$ cat src/rtl/fifo9_pkg.sv
package fifo9_pkg;
    parameter int WORD_W = 9;

    typedef logic [WORD_W-1:0] word_t;

    typedef enum logic {
        MODE_SOLO  = 1'b0,
        MODE_CHAIN = 1'b1
    } mode_e;

    // Raw access requests, before flag and token gating
    typedef struct packed {
        logic wr;
        logic rd;
        logic rewind;
    } req_t;

    function automatic bit depth_ok(int d);
        return (d == 256) || (d == 512) || (d == 1024) || (d == 2048) || (d == 4096);
    endfunction
endpackage

$ cat src/rtl/strobe_edge.sv
module strobe_edge #(
    parameter int N = 2
) (
    input  logic         clk,
    input  logic         rst,
    input  logic [N-1:0] strobe_n,
    output logic [N-1:0] fall
);
    for (genvar i = 0; i < N; i++) begin : g_bit
        logic last_q;
        always_ff @(posedge clk) begin
            if (rst) last_q <= 1'b1;
            else     last_q <= strobe_n[i];
        end
        assign fall[i] = last_q & ~strobe_n[i];
    end
endmodule

$ cat src/rtl/fifo9_mem.sv
module fifo9_mem
    import fifo9_pkg::*;
#(
    parameter int DEPTH = 256,
    localparam int AW = $clog2(DEPTH)
) (
    input  logic          clk,
    input  logic          rst,
    input  logic          we,
    input  logic [AW-1:0] waddr,
    input  word_t         wdata,
    input  logic          re,
    input  logic [AW-1:0] raddr,
    output word_t         rdata
);
    word_t store [DEPTH];

    always_ff @(posedge clk) begin
        if (we) store[waddr] <= wdata;
    end

    always_ff @(posedge clk) begin
        if (rst)     rdata <= '0;
        else if (re) rdata <= store[raddr];
    end
endmodule

$ cat src/rtl/fifo9_ctrl.sv
module fifo9_ctrl
    import fifo9_pkg::*;
#(
    parameter int DEPTH = 256,
    localparam int AW = $clog2(DEPTH),
    localparam int CW = AW + 1
) (
    input  logic          clk,
    input  logic          rst,
    input  req_t          req,
    input  mode_e         mode,
    input  logic          wr_tok,
    input  logic          rd_tok,
    output logic          we,
    output logic          re,
    output logic [AW-1:0] waddr,
    output logic [AW-1:0] raddr,
    output logic          w_last,
    output logic          r_last,
    output logic          empty,
    output logic          full,
    output logic          half
);
    logic [AW-1:0] wptr, rptr;
    logic [CW-1:0] cnt, wtot;
    logic          rewind;

    assign empty  = (cnt == '0);
    assign full   = (cnt == CW'(DEPTH));
    assign half   = (cnt >= CW'(DEPTH / 2));
    assign we     = req.wr && !full  && ((mode == MODE_SOLO) || wr_tok);
    assign re     = req.rd && !empty && ((mode == MODE_SOLO) || rd_tok);
    assign rewind = req.rewind && (mode == MODE_SOLO);
    assign waddr  = wptr;
    assign raddr  = rptr;
    assign w_last = (wptr == AW'(DEPTH - 1));
    assign r_last = (rptr == AW'(DEPTH - 1));

    always_ff @(posedge clk) begin
        if (rst) begin
            wptr <= '0;
            rptr <= '0;
            cnt  <= '0;
            wtot <= '0;
        end else begin
            if (we) begin
                wptr <= wptr + 1'b1;
                if (wtot != CW'(DEPTH)) wtot <= wtot + 1'b1;
            end
            if (rewind) begin
                rptr <= '0;
                cnt  <= wtot;
            end else begin
                if (re) rptr <= rptr + 1'b1;
                cnt <= cnt + CW'(we) - CW'(re);
            end
        end
    end

    // a full buffer with no read leaves the write pointer alone
    a_r4_no_overflow: assert property (@(posedge clk) disable iff (rst)
        (full && !re) |=> $stable(wptr));
    // an empty buffer does not advance its read pointer
    a_r5_no_underrun: assert property (@(posedge clk) disable iff (rst)
        (empty && !rewind) |=> $stable(rptr));
    // rewind lands at location zero with occupancy = words written
    a_r8_rewind_target: assert property (@(posedge clk) disable iff (rst)
        rewind |=> (rptr == '0) && (cnt == $past(wtot)));
    // without the write token in chain mode the write pointer holds
    a_r11_no_token_hold: assert property (@(posedge clk) disable iff (rst)
        (mode == MODE_CHAIN && !wr_tok) |=> $stable(wptr));
endmodule

$ cat src/rtl/fifo9_xtok.sv
module fifo9_xtok
    import fifo9_pkg::*;
(
    input  logic  clk,
    input  logic  rst,
    input  mode_e mode,
    input  logic  first_load,
    input  logic  xi,
    input  logic  we,
    input  logic  re,
    input  logic  w_last,
    input  logic  r_last,
    output logic  wr_tok,
    output logic  rd_tok,
    output logic  xo
);
    logic w_end, r_end;
    assign w_end = we && w_last;
    assign r_end = re && r_last;

    always_ff @(posedge clk) begin
        if (rst) begin
            wr_tok <= first_load;
            rd_tok <= first_load;
            xo     <= 1'b0;
        end else begin
            xo <= w_end || r_end;
            if (mode == MODE_CHAIN) begin
                if (w_end)            wr_tok <= 1'b0;
                else if (xi && !wr_tok) wr_tok <= 1'b1;
                if (r_end)            rd_tok <= 1'b0;
                else if (xi && wr_tok)  rd_tok <= 1'b1;
            end
        end
    end

    // the last-location write is followed by a token pulse
    a_r10_xo_after_last: assert property (@(posedge clk) disable iff (rst)
        (mode == MODE_CHAIN && w_end) |=> xo);
    // the last-location write gives up the write token
    a_r11_token_release: assert property (@(posedge clk) disable iff (rst)
        (mode == MODE_CHAIN && w_end) |=> !wr_tok);
endmodule

$ cat src/rtl/fifo9_rewind.sv
module fifo9_rewind
    import fifo9_pkg::*;
#(
    parameter int DEPTH = 256,
    localparam int AW = $clog2(DEPTH)
) (
    input  logic       clk,
    input  logic       rst,
    input  logic       mode_chain,
    input  logic       first_load,
    input  logic       xi,
    input  logic       wr_n,
    input  logic       rd_n,
    input  logic       rt_n,
    input  logic [8:0] din,
    output logic [8:0] dout,
    output logic       dout_oe,
    output logic       empty,
    output logic       full,
    output logic       hf_xo
);
    initial assert (depth_ok(DEPTH));

    mode_e         mode;
    logic [1:0]    falls;
    req_t          req;
    logic          we, re, w_last, r_last, half;
    logic          wr_tok, rd_tok, xo;
    logic [AW-1:0] waddr, raddr;
    word_t         rdata;

    assign mode = mode_e'(mode_chain);

    strobe_edge #(.N(2)) u_edge (
        .clk(clk), .rst(rst), .strobe_n({rd_n, wr_n}), .fall(falls)
    );

    assign req.wr     = falls[0];
    assign req.rd     = falls[1];
    assign req.rewind = !rt_n && wr_n && rd_n;

    fifo9_ctrl #(.DEPTH(DEPTH)) u_ctrl (
        .clk(clk), .rst(rst), .req(req), .mode(mode),
        .wr_tok(wr_tok), .rd_tok(rd_tok),
        .we(we), .re(re), .waddr(waddr), .raddr(raddr),
        .w_last(w_last), .r_last(r_last),
        .empty(empty), .full(full), .half(half)
    );

    fifo9_mem #(.DEPTH(DEPTH)) u_mem (
        .clk(clk), .rst(rst), .we(we), .waddr(waddr), .wdata(din),
        .re(re), .raddr(raddr), .rdata(rdata)
    );

    fifo9_xtok u_xtok (
        .clk(clk), .rst(rst), .mode(mode), .first_load(first_load), .xi(xi),
        .we(we), .re(re), .w_last(w_last), .r_last(r_last),
        .wr_tok(wr_tok), .rd_tok(rd_tok), .xo(xo)
    );

    assign dout    = rdata;
    assign dout_oe = !rd_n;
    assign hf_xo   = (mode == MODE_CHAIN) ? xo : half;
endmodule

$ cat config.mk
export PLATFORM = sky130hd
export DESIGN_NAME = fifo9_rewind
export DESIGN_NICKNAME = d
export VERILOG_FILES = /design/src/rtl/fifo9_pkg.sv /design/src/rtl/strobe_edge.sv /design/src/rtl/fifo9_mem.sv /design/src/rtl/fifo9_ctrl.sv /design/src/rtl/fifo9_xtok.sv /design/src/rtl/fifo9_rewind.sv
export SDC_FILE = /design/constraint.sdc
export NUM_CORES = 2
export LEC_CHECK = 0
export ABC_AREA = 0
export BUFFER_PORTS_ARGS = -buffer_cell sky130_fd_sc_hd__buf_4
export CORE_MARGIN = 5
export CORE_UTILIZATION = 41
export DETAILED_ROUTE_END_ITERATION = 8
export GPL_TIMING_DRIVEN = 1
export PLACE_DENSITY = 0.63
export SLEW_MARGIN = 15
export SYNTH_ARGS = -nofsm -noshare
export SYNTH_HDL_FRONTEND = slang
export SYNTH_HIERARCHICAL = 1
export SYNTH_SLANG_ARGS = --single-unit
$ cat constraint.sdc
create_clock -name clk -period 4.31 [get_ports clk]
set_clock_uncertainty 0.1 [all_clocks]
set_input_delay 0.862 -clock clk [delete_from_list [all_inputs] [get_ports clk]]
set_output_delay 0.862 -clock clk [all_outputs]
set_load 0.01 [all_outputs]
==> flow_metrics.env <==
export IMPL_status="finished, final reports clean"
export IMPL_ir_worst_vdd_v=0.000466
export IMPL_synth_avg_cell_area_sq_um=20.3
export IMPL_powerDensity_nw_per_um2=467
export IMPL_clock_latency_ns=0.87
export IMPL_rsz0062_at_grt="no"
export IMPL_cts_root_buf="clkbuf_16"
export IMPL_setup_violations=0
export IMPL_clkTransAtPathRegs_ns=0.06
export IMPL_core_sq_um=224000
export IMPL_post_place_ws_ns=0.111
export IMPL_overflow=0
export IMPL_initial_utilization_pct=41.1
export IMPL_dieArea_sq_um=235000
export IMPL_maxSlewHeadroom_pct=11.8
export IMPL_fin_tns_setup_ns=0
export IMPL_num_vias=48200
export IMPL_crit_path_end_kind="register"
export IMPL_viasPerCell=5.90
export IMPL_fin_nets=5013
export IMPL_wl_met2_um=114000
export IMPL_rows=174
export IMPL_period_minus_slack_ns=4.17
export IMPL_first_pass_iters=6
export IMPL_drc=0
export IMPL_cpMaxStageDelayCell="nor4bb_1"
export IMPL_fmax_ghz=0.240
export IMPL_cts_path_max_buffers=3
export IMPL_yosys_warnings=6
export IMPL_drt_met1_wl_um=100000
export IMPL_synth_nets=4595
export IMPL_grt_pass1_wl_um=351000
export IMPL_wl_met3_um=22400
export IMPL_cp_required_ns=5.03
export IMPL_cts_resized=0
export IMPL_start_kind="register"
export IMPL_tightest_slew_ns=1.31
export IMPL_postRouteAntennaNets=0
export IMPL_grt_pass1_vias=47000
export IMPL_syn_inst=4559
export IMPL_cts_buffers=228
export IMPL_dieHeight_um=485
export IMPL_p_leak_nw=32.8
export IMPL_drv_slew=0
export IMPL_wl_per_cell_um=30.1
export IMPL_cts_tree="built"
export IMPL_crit_arrival_ns=4.89
export IMPL_top_layer="met4"
export IMPL_grt_start_max_net_pins=142
export IMPL_drt_total_wl_um=246000
export IMPL_syn_cell_area_sq_um=92400
export IMPL_num_io_pins=30
export IMPL_crit_path_cell_trace="buf_12 > buf_12 > buf_12 > mux2i_1 > o221ai_1 > nor3_1 > nor4_1 > nand4_1 > nor4bb_1 > a211o_1"
export IMPL_startpoint="u_ctrl/raddr[0]$_SDFFE_PP0P_"
export IMPL_htree_num_levels=4
export IMPL_crit_family="simple AND/OR/NAND/NOR gates"
export IMPL_worstHoldStart="wr_n"
export IMPL_gp_congestion=0.879
export IMPL_hold_violations=0
export IMPL_grt_antenna_before_repair=7
export IMPL_max_stage_delay_ns=1.10
export IMPL_cts_sink_count=2352
export IMPL_drive_gt1_share_pct=23.7
export IMPL_dpl_hpwl_um=157000
export IMPL_hp_class="in2reg"
export IMPL_seq_area_frac_synth_pct=76.0
export IMPL_cp_max_fo=36
export IMPL_fin_crit_sh_pct=96.9
export IMPL_grt_usage_pct=20.5
export IMPL_fp_dieW_um=485
export IMPL_postCtsSetupBuffers=0
export IMPL_maxCapViolations=0
export IMPL_synth_cell_types=78
export IMPL_path_class="reg2reg"
export IMPL_r2r_start="u_ctrl/raddr[0]$_SDFFE_PP0P_"
export IMPL_placement_io_buffers=29
export IMPL_worst_path_buf_inv=3
export IMPL_synth_main_ff_cell="edfxtp_1"
export IMPL_synth_seq_cells=2352
export IMPL_worst_slack_ns=0.136
export IMPL_drt_iter0_drc=6394
export IMPL_synth_edf_count=2306
export IMPL_cts_hold_buffers_added=0
export IMPL_area_delta_synth_final_pct=14.3
export IMPL_path_common_cell="buf_12"
export IMPL_synthArstFlopShare_pct=0
==> worst register-to-register path: cells and delay by family, from the launching register on <==
kind | cells | cell delay [ns]
simple gates | 4 | 1.73
mux | 1 | 0.18
compound gates | 2 | 0.39
flops | 1 | 0.78
buf+inv | 3 | 0.94
==> cells in the final DEF, fill, tap and decap left out, types with 14 or more instances in the layout <==
| master | instances |
|---|---|
| buf_12 | 41 |
| mux4_2 | 412 |
| nor2_1 | 319 |
| o22ai_1 | 107 |
| nor3_1 | 42 |
| buf_4 | 404 |
| dfxtp_1 | 42 |
| nand3_1 | 50 |
| a211oi_1 | 34 |
| clkbuf_8 | 14 |
| nor2b_1 | 16 |
| clkbuf_16 | 230 |
| edfxtp_1 | 2306 |
| mux2i_1 | 297 |
| nand2_1 | 110 |
| inv_1 | 23 |
| a21oi_1 | 74 |
| a22oi_1 | 52 |
| clkinv_1 | 57 |
| a2111oi_0 | 25 |
| o221ai_1 | 57 |
| bufinv_16 | 16 |
| clkinv_2 | 43 |
| nand4_1 | 28 |
| o21ai_0 | 39 |
| ha_1 | 18 |
| clkbuf_1 | 45 |
| mux4_1 | 49 |
==> path summary, 6_finish.rpt <==
check	endpoint	slack, ns	cells after the start
max	u_mem/rdata[8]$_SDFFE_PP0P_	0.14	10
min	u_edge/g_bit[0].last_q$_SDFF_PP1_	0.1	2
max reg2reg	u_mem/rdata[8]$_SDFFE_PP0P_	0.14	10
min reg2reg	u_ctrl/cnt[8]$_SDFF_PP0_	0.44	2
==> metrics by stage <==
stage	hold WS [ns]	instance area [sq um]	utilization, %	power, mW	std cells
finish	0.0950	106000	47.0	49.3	8164
global route	0.0526	106000	47.0	50.9	8161
CTS	0.00855	106000	47.0	49.7	8160
detailed placement	0.435	98300	43.8	30.4	7739
global placement	0.425	98300	43.8	30.4	7739
floorplan	0.373	92400	-	29.1	4559
==> power by group <==
| group | total [mW] | leakage (nW) | switching [mW] | internal [mW] |
|---|---|---|---|---|
| Sequential | 25.3 | 21.1 | 0.126 | 25.2 |
| Combinational | 4.61 | 8.14 | 2.50 | 2.11 |
| Clock | 19.4 | 3.55 | 8.56 | 10.8 |
| Total | 49.3 | 32.8 | 11.2 | 38.1 |
==> per-layer routing <==
| layer | vias to the layer above | track usage [%] |
|---|---|---|
| met3 | 431 | 3.76 |
| met5 | - | 0 |
| li1 | 19800 | - |
| met2 | 2494 | 31.6 |
| met4 | 0 | 7.45 |
| met1 | 25500 | 29.6 |
==> synth_stat cells (16+ instances only) <==
cell          n  area (sq um)
o21ai_0      39           195
mux2i_1     297          2970
nor2_1      321          1200
mux4_1       49          1290
a22oi_1      52           390
clkbuf_1     99           372
inv_1        24          90.1
nand2_1     111           417
buf_6        43           484
mux4_2      412          9280
buf_2        55           275
a21oi_1      74           370
nor2b_1      17           106
o22ai_1     107           669
edfxtp_1   2306         69200
a211oi_1     34           255
o221ai_1     57           499
dfxtp_1      46           921
buf_8        25           375
ha_1         18           225
buf_4        16           120
a2111oi_0    28           245
nand3_1      50           250
nand4_1      28           175
nor3_1       42           210
==> cell type report <==
type | instances | area [sq um]
fillers | 18300 | 119000
flip-flops and latches | 2352 | 70200
multi-input cells | 1915 | 20300
clock buffers | 280 | 5990
repair buffers | 454 | 3980
well taps | 2992 | 3740
clock inverters | 141 | 1280
inverters | 26 | 103
diodes | 4 | 10.0
==> cell families (layout without fill, tap and decap cells) <==
logic type | after synthesis | in the layout | share of synthesized area, %
other cells | 0 | 4 | 0
mux | 764 | 764 | 14.7
simple gates | 653 | 653 | 3.23
flops | 2352 | 2352 | 76.0
buf+inv | 292 | 901 | 2.13
compound gates | 455 | 455 | 3.43
xor+xnor | 24 | 24 | 0.228
fa+ha+maj | 19 | 19 | 0.266
==> state kept, by name, summed over array words and instances (netlist names) <==
signal	flops
u_xtok/wr_tok	1
u_ctrl/cnt	9
u_mem/store	2304
u_mem/rdata	9
u_ctrl/wtot	9
u_ctrl/waddr	8
u_xtok/rd_tok	1
u_xtok/xo	1
u_edge/g_bit.last_q	2
u_ctrl/raddr	8
Power figures use the tool's default switching activity.
